<file path="config.mk">
export PLATFORM = sky130hd
export DESIGN_NAME = useq_ctrl
export DESIGN_NICKNAME = d
export VERILOG_FILES = /design/src/rtl/useq_pkg.sv /design/src/rtl/useq_seq_rom.sv /design/src/rtl/useq_ctl_rom.sv /design/src/rtl/useq_state.sv /design/src/rtl/useq_ctrl.sv
export SDC_FILE = /design/constraint.sdc
export NUM_CORES = 1
export LEC_CHECK = 0
export ABC_AREA = 1
export BUFFER_PORTS_ARGS = -buffer_cell sky130_fd_sc_hd__buf_2
export CAP_MARGIN = 20
export CELL_PAD_IN_SITES_DETAIL_PLACEMENT = 1
export CELL_PAD_IN_SITES_GLOBAL_PLACEMENT = 2
export CORE_UTILIZATION = 23
export DETAILED_ROUTE_END_ITERATION = 12
export PLACE_DENSITY_LB_ADDON = 0.08
export SKIP_CTS_REPAIR_TIMING = 1
export SLEW_MARGIN = 40
export SYNTH_ARGS = -nofsm -noshare
export SYNTH_HDL_FRONTEND = slang
export SYNTH_SLANG_ARGS = --single-unit
</file>
<file path="constraint.sdc">
create_clock -name clk -period 3.52 [get_ports clk]
set_clock_uncertainty 0.15 [all_clocks]
set_input_delay 0.528 -clock clk [delete_from_list [all_inputs] [get_ports clk]]
set_output_delay 0.528 -clock clk [all_outputs]
set_load 0.01 [all_outputs]
</file>
<file path="src/rtl/useq_pkg.sv">
package useq_pkg;
  localparam int CTRL_W = 14;
  typedef logic [CTRL_W-1:0] ctrl_t;

  // Control-word bit positions
  localparam int B_DRV_PC  = 0;
  localparam int B_DRV_MDR = 1;
  localparam int B_DRV_Y   = 2;
  localparam int B_DRV_RA  = 3;
  localparam int B_DRV_RB  = 4;
  localparam int B_LD_MAR  = 5;
  localparam int B_LD_IR   = 6;
  localparam int B_LD_X    = 7;
  localparam int B_LD_Y    = 8;
  localparam int B_LD_RC   = 9;
  localparam int B_LD_PC   = 10;
  localparam int B_MEM_RD  = 11;
  localparam int B_ALU_ADD = 12;
  localparam int B_A_ONE   = 13;
  localparam int N_DRV     = 5;

  // Narrow selector codes (first table output)
  localparam int SEL_NONE     = 0;
  localparam int SEL_PC2MAR   = 1;
  localparam int SEL_MEMRD    = 2;
  localparam int SEL_MDR2IR   = 3;
  localparam int SEL_RA2X     = 4;
  localparam int SEL_RBADD2Y  = 5;
  localparam int SEL_Y2RC     = 6;
  localparam int SEL_PCINC2Y  = 7;
  localparam int SEL_Y2PC     = 8;
  localparam int SEL_RB2MAR   = 9;
  localparam int SEL_MDR2RC   = 10;

  // Microstep numbers
  localparam int ST_FETCH = 0;
  localparam int ST_READ  = 1;
  localparam int ST_LDIR  = 2;
  localparam int ST_DISP  = 3;
  localparam int ST_SUM   = 4;
  localparam int ST_RCWR  = 5;
  localparam int ST_INC   = 6;
  localparam int ST_PCWR  = 7;
  localparam int ST_LDRD  = 8;
  localparam int ST_LDWB  = 9;
  localparam int N_STEPS  = 10;

  // Opcode values
  localparam int OP_ADD  = 0;
  localparam int OP_LOAD = 1;
endpackage

</file>
<file path="src/rtl/useq_seq_rom.sv">
module useq_seq_rom #(
  parameter int SW    = 4,
  parameter int OPW   = 3,
  parameter int SEL_W = 4
) (
  input  logic [SW-1:0]    state,
  input  logic [OPW-1:0]   opcode,
  output logic [SW-1:0]    nxt_raw,
  output logic             wait_req,
  output logic [SEL_W-1:0] sel
);
  import useq_pkg::*;

  localparam int AW    = SW + OPW;
  localparam int DEPTH = 1 << AW;
  localparam int UW    = SW + 1 + SEL_W;

  function automatic logic [UW-1:0] entry(input int st, input int op);
    int   nx;
    int   sl;
    logic w;
    nx = ST_FETCH;
    sl = SEL_NONE;
    w  = 1'b0;
    case (st)
      ST_FETCH: begin nx = ST_READ;  sl = SEL_PC2MAR; end
      ST_READ:  begin nx = ST_LDIR;  sl = SEL_MEMRD;  w = 1'b1; end
      ST_LDIR:  begin nx = ST_DISP;  sl = SEL_MDR2IR; end
      ST_DISP: begin
        if (op == OP_ADD) begin
          nx = ST_SUM;  sl = SEL_RA2X;
        end else if (op == OP_LOAD) begin
          nx = ST_LDRD; sl = SEL_RB2MAR;
        end else begin
          nx = ST_PCWR; sl = SEL_PCINC2Y;
        end
      end
      ST_SUM:   begin nx = ST_RCWR;  sl = SEL_RBADD2Y; end
      ST_RCWR:  begin nx = ST_INC;   sl = SEL_Y2RC;    end
      ST_INC:   begin nx = ST_PCWR;  sl = SEL_PCINC2Y; end
      ST_PCWR:  begin nx = ST_FETCH; sl = SEL_Y2PC;    end
      ST_LDRD:  begin nx = ST_LDWB;  sl = SEL_MEMRD;  w = 1'b1; end
      ST_LDWB:  begin nx = ST_INC;   sl = SEL_MDR2RC;  end
      default:  begin nx = ST_FETCH; sl = SEL_NONE;    end
    endcase
    return {SW'(nx), w, SEL_W'(sl)};
  endfunction

  logic [UW-1:0] rom [DEPTH];

  for (genvar g = 0; g < DEPTH; g++) begin : g_rom
    localparam logic [UW-1:0] WORD = entry(g >> OPW, g & ((1 << OPW) - 1));
    assign rom[g] = WORD;
  end

  logic [AW-1:0] addr;
  logic [UW-1:0] word;

  always_comb begin
    addr = {state, opcode};
    word = rom[addr];
    {nxt_raw, wait_req, sel} = word;
  end
endmodule

</file>
<file path="src/rtl/useq_ctl_rom.sv">
module useq_ctl_rom #(
  parameter int SEL_W = 4
) (
  input  logic [SEL_W-1:0]       sel,
  output useq_pkg::ctrl_t        ctrl
);
  import useq_pkg::*;

  localparam int DEPTH = 1 << SEL_W;

  function automatic ctrl_t expand(input int s);
    ctrl_t c;
    c = '0;
    case (s)
      SEL_PC2MAR:  begin c[B_DRV_PC] = 1'b1; c[B_LD_MAR] = 1'b1; end
      SEL_MEMRD:   c[B_MEM_RD] = 1'b1;
      SEL_MDR2IR:  begin c[B_DRV_MDR] = 1'b1; c[B_LD_IR] = 1'b1; end
      SEL_RA2X:    begin c[B_DRV_RA] = 1'b1; c[B_LD_X] = 1'b1; end
      SEL_RBADD2Y: begin c[B_DRV_RB] = 1'b1; c[B_ALU_ADD] = 1'b1; c[B_LD_Y] = 1'b1; end
      SEL_Y2RC:    begin c[B_DRV_Y] = 1'b1; c[B_LD_RC] = 1'b1; end
      SEL_PCINC2Y: begin
        c[B_DRV_PC] = 1'b1; c[B_A_ONE] = 1'b1; c[B_ALU_ADD] = 1'b1; c[B_LD_Y] = 1'b1;
      end
      SEL_Y2PC:    begin c[B_DRV_Y] = 1'b1; c[B_LD_PC] = 1'b1; end
      SEL_RB2MAR:  begin c[B_DRV_RB] = 1'b1; c[B_LD_MAR] = 1'b1; end
      SEL_MDR2RC:  begin c[B_DRV_MDR] = 1'b1; c[B_LD_RC] = 1'b1; end
      default:     c = '0;
    endcase
    return c;
  endfunction

  ctrl_t rom [DEPTH];

  for (genvar g = 0; g < DEPTH; g++) begin : g_rom
    localparam ctrl_t WORD = expand(g);
    assign rom[g] = WORD;
  end

  assign ctrl = rom[sel];
endmodule

</file>
<file path="src/rtl/useq_state.sv">
module useq_state #(
  parameter int N_STATES = 10,
  parameter int SW       = 4
) (
  input  logic          clk,
  input  logic          rst_n,
  input  logic [SW-1:0] nxt_raw,
  input  logic          wait_req,
  input  logic          mem_rdy,
  output logic [SW-1:0] cur,
  output logic [SW-1:0] nxt
);
  logic advance;

  always_comb begin
    advance = !wait_req || mem_rdy;
    nxt     = advance ? nxt_raw : cur;
  end

  always_ff @(posedge clk or negedge rst_n) begin
    if (!rst_n) begin
      cur <= '0;
    end else if (advance) begin
      cur <= nxt_raw;
    end
  end

  // a wait request without memory-ready freezes the step
  p_hold_wait_r3: assert property (@(posedge clk) disable iff (!rst_n)
    (wait_req && !mem_rdy) |=> $stable(cur));

  // the step register never leaves the defined range
  p_state_legal_r9: assert property (@(posedge clk) disable iff (!rst_n)
    (32'(cur) < N_STATES));
endmodule

</file>
<file path="src/rtl/useq_ctrl.sv">
module useq_ctrl #(
  parameter  int OPW      = 3,
  parameter  int SEL_W    = 4,
  parameter  int N_STATES = useq_pkg::N_STEPS,
  localparam int SW       = $clog2(N_STATES)
) (
  input  logic                        clk,
  input  logic                        rst_n,
  input  logic [OPW-1:0]              opcode,
  input  logic                        mem_rdy,
  output logic [useq_pkg::CTRL_W-1:0] ctrl,
  output logic [SW-1:0]               nxt_state
);
  import useq_pkg::*;

  logic [SW-1:0]    cur_state;
  logic [SW-1:0]    nxt_raw;
  logic             wait_req;
  logic [SEL_W-1:0] sel;

  useq_state #(.N_STATES(N_STATES), .SW(SW)) u_state (
    .clk      (clk),
    .rst_n    (rst_n),
    .nxt_raw  (nxt_raw),
    .wait_req (wait_req),
    .mem_rdy  (mem_rdy),
    .cur      (cur_state),
    .nxt      (nxt_state)
  );

  useq_seq_rom #(.SW(SW), .OPW(OPW), .SEL_W(SEL_W)) u_seq (
    .state    (cur_state),
    .opcode   (opcode),
    .nxt_raw  (nxt_raw),
    .wait_req (wait_req),
    .sel      (sel)
  );

  useq_ctl_rom #(.SEL_W(SEL_W)) u_ctl (
    .sel  (sel),
    .ctrl (ctrl)
  );

  // a single driver at most on the shared bus
  p_one_driver_r10: assert property (@(posedge clk) disable iff (!rst_n)
    $onehot0(ctrl[N_DRV-1:0]));

  // loading the IR is followed by the dispatch step
  p_ir_dispatch_r2: assert property (@(posedge clk) disable iff (!rst_n)
    ctrl[B_LD_IR] |=> (32'(cur_state) == ST_DISP));

  // writing the PC ends the instruction and returns to fetch
  p_pc_return_r6: assert property (@(posedge clk) disable iff (!rst_n)
    ctrl[B_LD_PC] |=> (cur_state == '0));

  // the read strobe persists while memory is not ready
  p_read_held_r3: assert property (@(posedge clk) disable iff (!rst_n)
    (ctrl[B_MEM_RD] && !mem_rdy) |=> ctrl[B_MEM_RD]);
endmodule

</file>
==> qor.yml, run 1 <==
grt:
  antenna_found_initial: 0
  overflow: 0
  grt_max_degree: 10
  grtUsageTotal_pct: 14.08
  grt_pass1_wl_um: 2718
  grt_pass1_vias: 644
logic_synthesis:
  syn_inst: 92
  ys_seq_area_share_pct: 18.43
  yosysUniqueCellTypes: 18
  netlist_area_um2: 543.0
  synth.avg_cell_area_um2: 5.902
  ys_ff_latch: 4
  ys_warn_count: 0
  syn_nets: 102
timing:
  tightestPinTransition_ps: 287.0
  hold_viol_final: 0
  post-route-period-util_pct: 73.01
  setup_violations: 0
  fmax_mhz: 389.1
  fin_crit_ps: 2570
  slew_violations: 0
  maxSlewHeadroom_pct: 80.72
  rsz0062_at_grt: "false"
  fin_setup_tns_ps: 0
  whs_ps: 492.1
critical_path:
  reg2reg_depth: 7
  critical_path_peak_fanout: 7
  crit_type: "reg -> out"
  r2r-start: "u_state.cur[0]$_DFF_PN0_"
  start_kind: "flip-flop"
  arrival_ps: 1890
  timing.rr.end: "u_state.cur[1]$_DFF_PN0_"
  rrSetupSlack_ps: 1870
  cp.required_ps: 2840
  crit_path_end_kind: "primary output"
floorplanning:
  rows: 17
  die_width_um: 50.59
  io_pins: 24
  die_h_um: 50.59
  initial_utilization_pct: 24.55
  die_area_um2: 2559
  coreArea_um2: 2212
placed_design:
  placed_cell_area_um2: 678.2
  hpwl_um: 1334
  io_buffers: 23
  gp_congestion: 0.7251
  place_inst: 141
finish:
  final_design_area_no_fill_um2: 710.7
  instances_no_fill: 145
  top_regs: "u_state.cur (4)"
  fillers: 309
  layout.cells.most_common_list: "nand2_1, buf_2, nor2_1"
  syn2layout_area_growth_pct: 30.88
  top_register: "u_state.cur"
  largest_register_ff_count: 4
  final_common_cell: "nand2_1"
  drive_above_1_share_pct: 31.62
  diodes: 0
  finalNetCount: 129
detailed_routing:
  routedWlPerCell_um: 10.86
  antenna_left: 0
  wirelength_um: 1574
  drc: 0
  dr.pass1.iters: 3
  viasPerCell: 4.303
  via_count: 624
  drt_iter0_drc: 3
clocking:
  cts_sinks: 4
  tritoncts: "yes"
  path_clk_slew_ps: 40
  htreeDepth: 1
  cts_root_buf: "clkbuf_4"
  clkLatencyLatePin_ps: 230
  numCtsBuffers: 3
  cts_buffer_depth: 2
job:
  cap_violations: 0
run_status:
  status: "completed"
hold_path:
  min_path_type: "in -> async"
==> routing by layer <==
metal / global-route usage (%) / wire, um
met5: 0 / 0
met4: 6.944 / 0
met3: 2.121 / 45
met2: 24.44 / 775
met1: 16.64 / 753
==> cell type report <==
class,count,area [um2],area share [%]
Timing Repair Buffer,24,125.1,17.61
Clock buffer,3,22.52,3.169
Tap cell,28,35.03,4.930
Sequential cell,4,100.1,14.08
Multi-Input combinational cell,70,367.9,51.76
Inverter,16,60.06,8.451
==> how the worst max path moves through the flow <==
stage | cells after the start | startpoint | endpoint | slack [ps]
after floorplan | 8 | u_state.cur[0]$_DFF_PN0_ | ctrl[7] | 1280
after global placement | 9 | opcode[1] | ctrl[2] | 1180
after detailed placement | 9 | opcode[1] | ctrl[3] | 1170
after CTS | 8 | u_state.cur[0]$_DFF_PN0_ | ctrl[4] | 900
after global routing | 8 | u_state.cur[0]$_DFF_PN0_ | ctrl[4] | 750
final | 10 | u_state.cur[1]$_DFF_PN0_ | ctrl[3] | 950
==> stage by stage <==
step	utilization (%)	setup slack (ps)
2_1_floorplan	-	1276
3_3_place_gp	30.66	1180
3_5_place_dp	30.66	1165
4_1_cts	31.67	895.4
5_1_grt	32.13	748.2
6_report	32.13	949.9
==> kinds of logic after synthesis <==
logic type,count (synthesis),share of synthesized area [%]
buffers and inverters,18,13.82
DFF,4,18.43
AOI/OAI and AO/OA,7,9.908
adders and majority gates,4,9.217
and+or+nand+nor,59,48.62
==> cells in the mapped netlist <==
cell	number	area, um2
a31oi_1	3	18.77
nand3_1	11	55.05
inv_2	2	7.510
nor2_4	1	11.26
nor2_1	15	56.30
inv_1	14	52.55
nor3_2	1	10.01
ha_1	4	50.05
buf_4	2	15.01
o21ai_0	1	5.000
a21oi_2	1	8.760
dfrtp_1	4	100.1
nand2_1	24	90.09
nor2_2	2	12.51
nand2_2	3	18.77
a21oi_1	1	5.000
a21oi_4	1	16.27
nor3_1	2	10.01
==> worst max-delay path, cell delays in order (launching register included) <==
cell	delay, ps
dfrtp_1	440
inv_1	130
ha_1	210
nand3_1	160
nand2_1	90
inv_1	70
nand2_2	80
nor2_4	140
inv_1	60
nor2_1	120
buf_2	150
Power of run 1 is left out: the tool's default activity adds up to more than one toggle a clock period on the data nets, which glitch-free logic cannot reach.
==> inputs of run 2 (changes only) <==
--- a/config.mk
+++ b/config.mk
@@ -10,7 +10,7 @@
 export CAP_MARGIN = 20
 export CELL_PAD_IN_SITES_DETAIL_PLACEMENT = 1
 export CELL_PAD_IN_SITES_GLOBAL_PLACEMENT = 2
-export CORE_UTILIZATION = 23
+export CORE_UTILIZATION = 21
 export DETAILED_ROUTE_END_ITERATION = 12
 export PLACE_DENSITY_LB_ADDON = 0.08
 export SKIP_CTS_REPAIR_TIMING = 1
==> constraint.sdc (replaced) <==
create_clock -name clk -period 2.5 [get_ports clk]
set_clock_uncertainty 0.15 [all_clocks]
set_input_delay 0.375 -clock clk [delete_from_list [all_inputs] [get_ports clk]]
set_output_delay 0.375 -clock clk [all_outputs]
set_load 0.01 [all_outputs]
==> qor.yml, run 2 (synthesis gave the netlist of run 1 again) <==
floorplanning:
  initial_utilization_pct: 22.12
  coreArea_um2: 2455
  die_width_um: 52.85
  rows: 18
  die_h_um: 52.85
  die_area_um2: 2793
  io_pins: 24
timing:
  hold_viol_final: 0
  setup_violations: 0
  fmax_mhz: 430.0
  fin_crit_ps: 2326
  fin_setup_tns_ps: 0
  maxSlewHeadroom_pct: 81.36
  slew_violations: 0
  tightestPinTransition_ps: 277.4
  post-route-period-util_pct: 93.03
  whs_ps: 331.9
hold_path:
  min_path_type: "in -> async"
detailed_routing:
  viasPerCell: 4.405
  via_count: 652
  dr.pass1.iters: 2
  wirelength_um: 1495
  drc: 0
  antenna_left: 0
  drt_iter0_drc: 5
  routedWlPerCell_um: 10.10
grt:
  overflow: 0
  grt_max_degree: 10
  antenna_found_initial: 0
  grtUsageTotal_pct: 12.69
  grt_pass1_vias: 625
  grt_pass1_wl_um: 2608
critical_path:
  arrival_ps: 1800
  cp.required_ps: 1980
  crit_type: "reg -> out"
  crit_path_end_kind: "primary output"
  critical_path_peak_fanout: 9
  reg2reg_depth: 7
  start_kind: "flip-flop"
job:
  cap_violations: 0
placed_design:
  place_inst: 143
  gp_congestion: 0.8108
  io_buffers: 23
  hpwl_um: 1296
  placed_cell_area_um2: 680.7
finish:
  finalNetCount: 130
  top_regs: "u_state.cur (4)"
  instances_no_fill: 148
  syn2layout_area_growth_pct: 35.02
  final_design_area_no_fill_um2: 733.2
  fillers: 333
  drive_above_1_share_pct: 36.44
  layout.cells.most_common_list: "nand2_1, buf_2, inv_1, nor2_1, nand3_1"
  diodes: 0
  largest_register_ff_count: 4
  top_register: "u_state.cur"
run_status:
  status: "completed"
clocking:
  tritoncts: "yes"
  cts_buffer_depth: 2
  cts_sinks: 4
  clkLatencyLatePin_ps: 230
  path_clk_slew_ps: 40
  numCtsBuffers: 3
  htreeDepth: 1
  cts_root_buf: "clkbuf_4"
==> run 2: cell types whose count changed in the layout (fill, tap and decap cells not counted), sizes merged <==
cell	delta
buf	+1
==> run 2: final cells by class <==
type	instances	area (um2)	share of cell area, %
clock buffers	3	22.52	3.072
inverters	16	60.06	8.191
multi-input cells	70	377.9	51.54
flip-flops and latches	4	102.6	13.99
well taps	30	37.54	5.119
repair buffers	25	132.6	18.09
==> run 2: stage by stage <==
step | worst slack (ps) | util, %
detailed placement | 342.4 | 27.73
floorplan | 409.4 | -
CTS | 87.91 | 28.64
global route | -0.4454 | 29.87
global placement | 285.7 | 27.73
finish | 174.1 | 29.87
==> run 2: critical path, stage by stage, from the launching register on <==
cell	delay (ps)
dfrtp_2	440
inv_1	60
ha_1	280
nor2_1	110
nor2_1	70
a21oi_2	260
nand2_1	80
nor2_1	110
buf_2	140
==> run 2: worst paths after layout <==
kind	slack [ps]	startpoint	end
worst max-delay path	170	u_state.cur[0]$_DFF_PN0_	ctrl[7]
worst max register to register	910	u_state.cur[0]$_DFF_PN0_	u_state.cur[0]$_DFF_PN0_
worst min-delay path	330	rst_n	u_state.cur[2]$_DFF_PN0_
max in group asynchronous	1740	rst_n	u_state.cur[1]$_DFF_PN0_
worst min register to register	540	u_state.cur[0]$_DFF_PN0_	u_state.cur[0]$_DFF_PN0_
min in group clk	460	mem_rdy	u_state.cur[1]$_DFF_PN0_
==> run 2: metal layers <==
metal / track usage, % / wire, um / up-vias
met4: 6.140 / 17 / 0
met5: 0 / 0 / -
met2: 21.31 / 731 / 11
li1: - / - / 338
met3: 1.724 / 21 / 2
met1: 15.67 / 725 / 301
Power of run 2 is left out for the same reason.
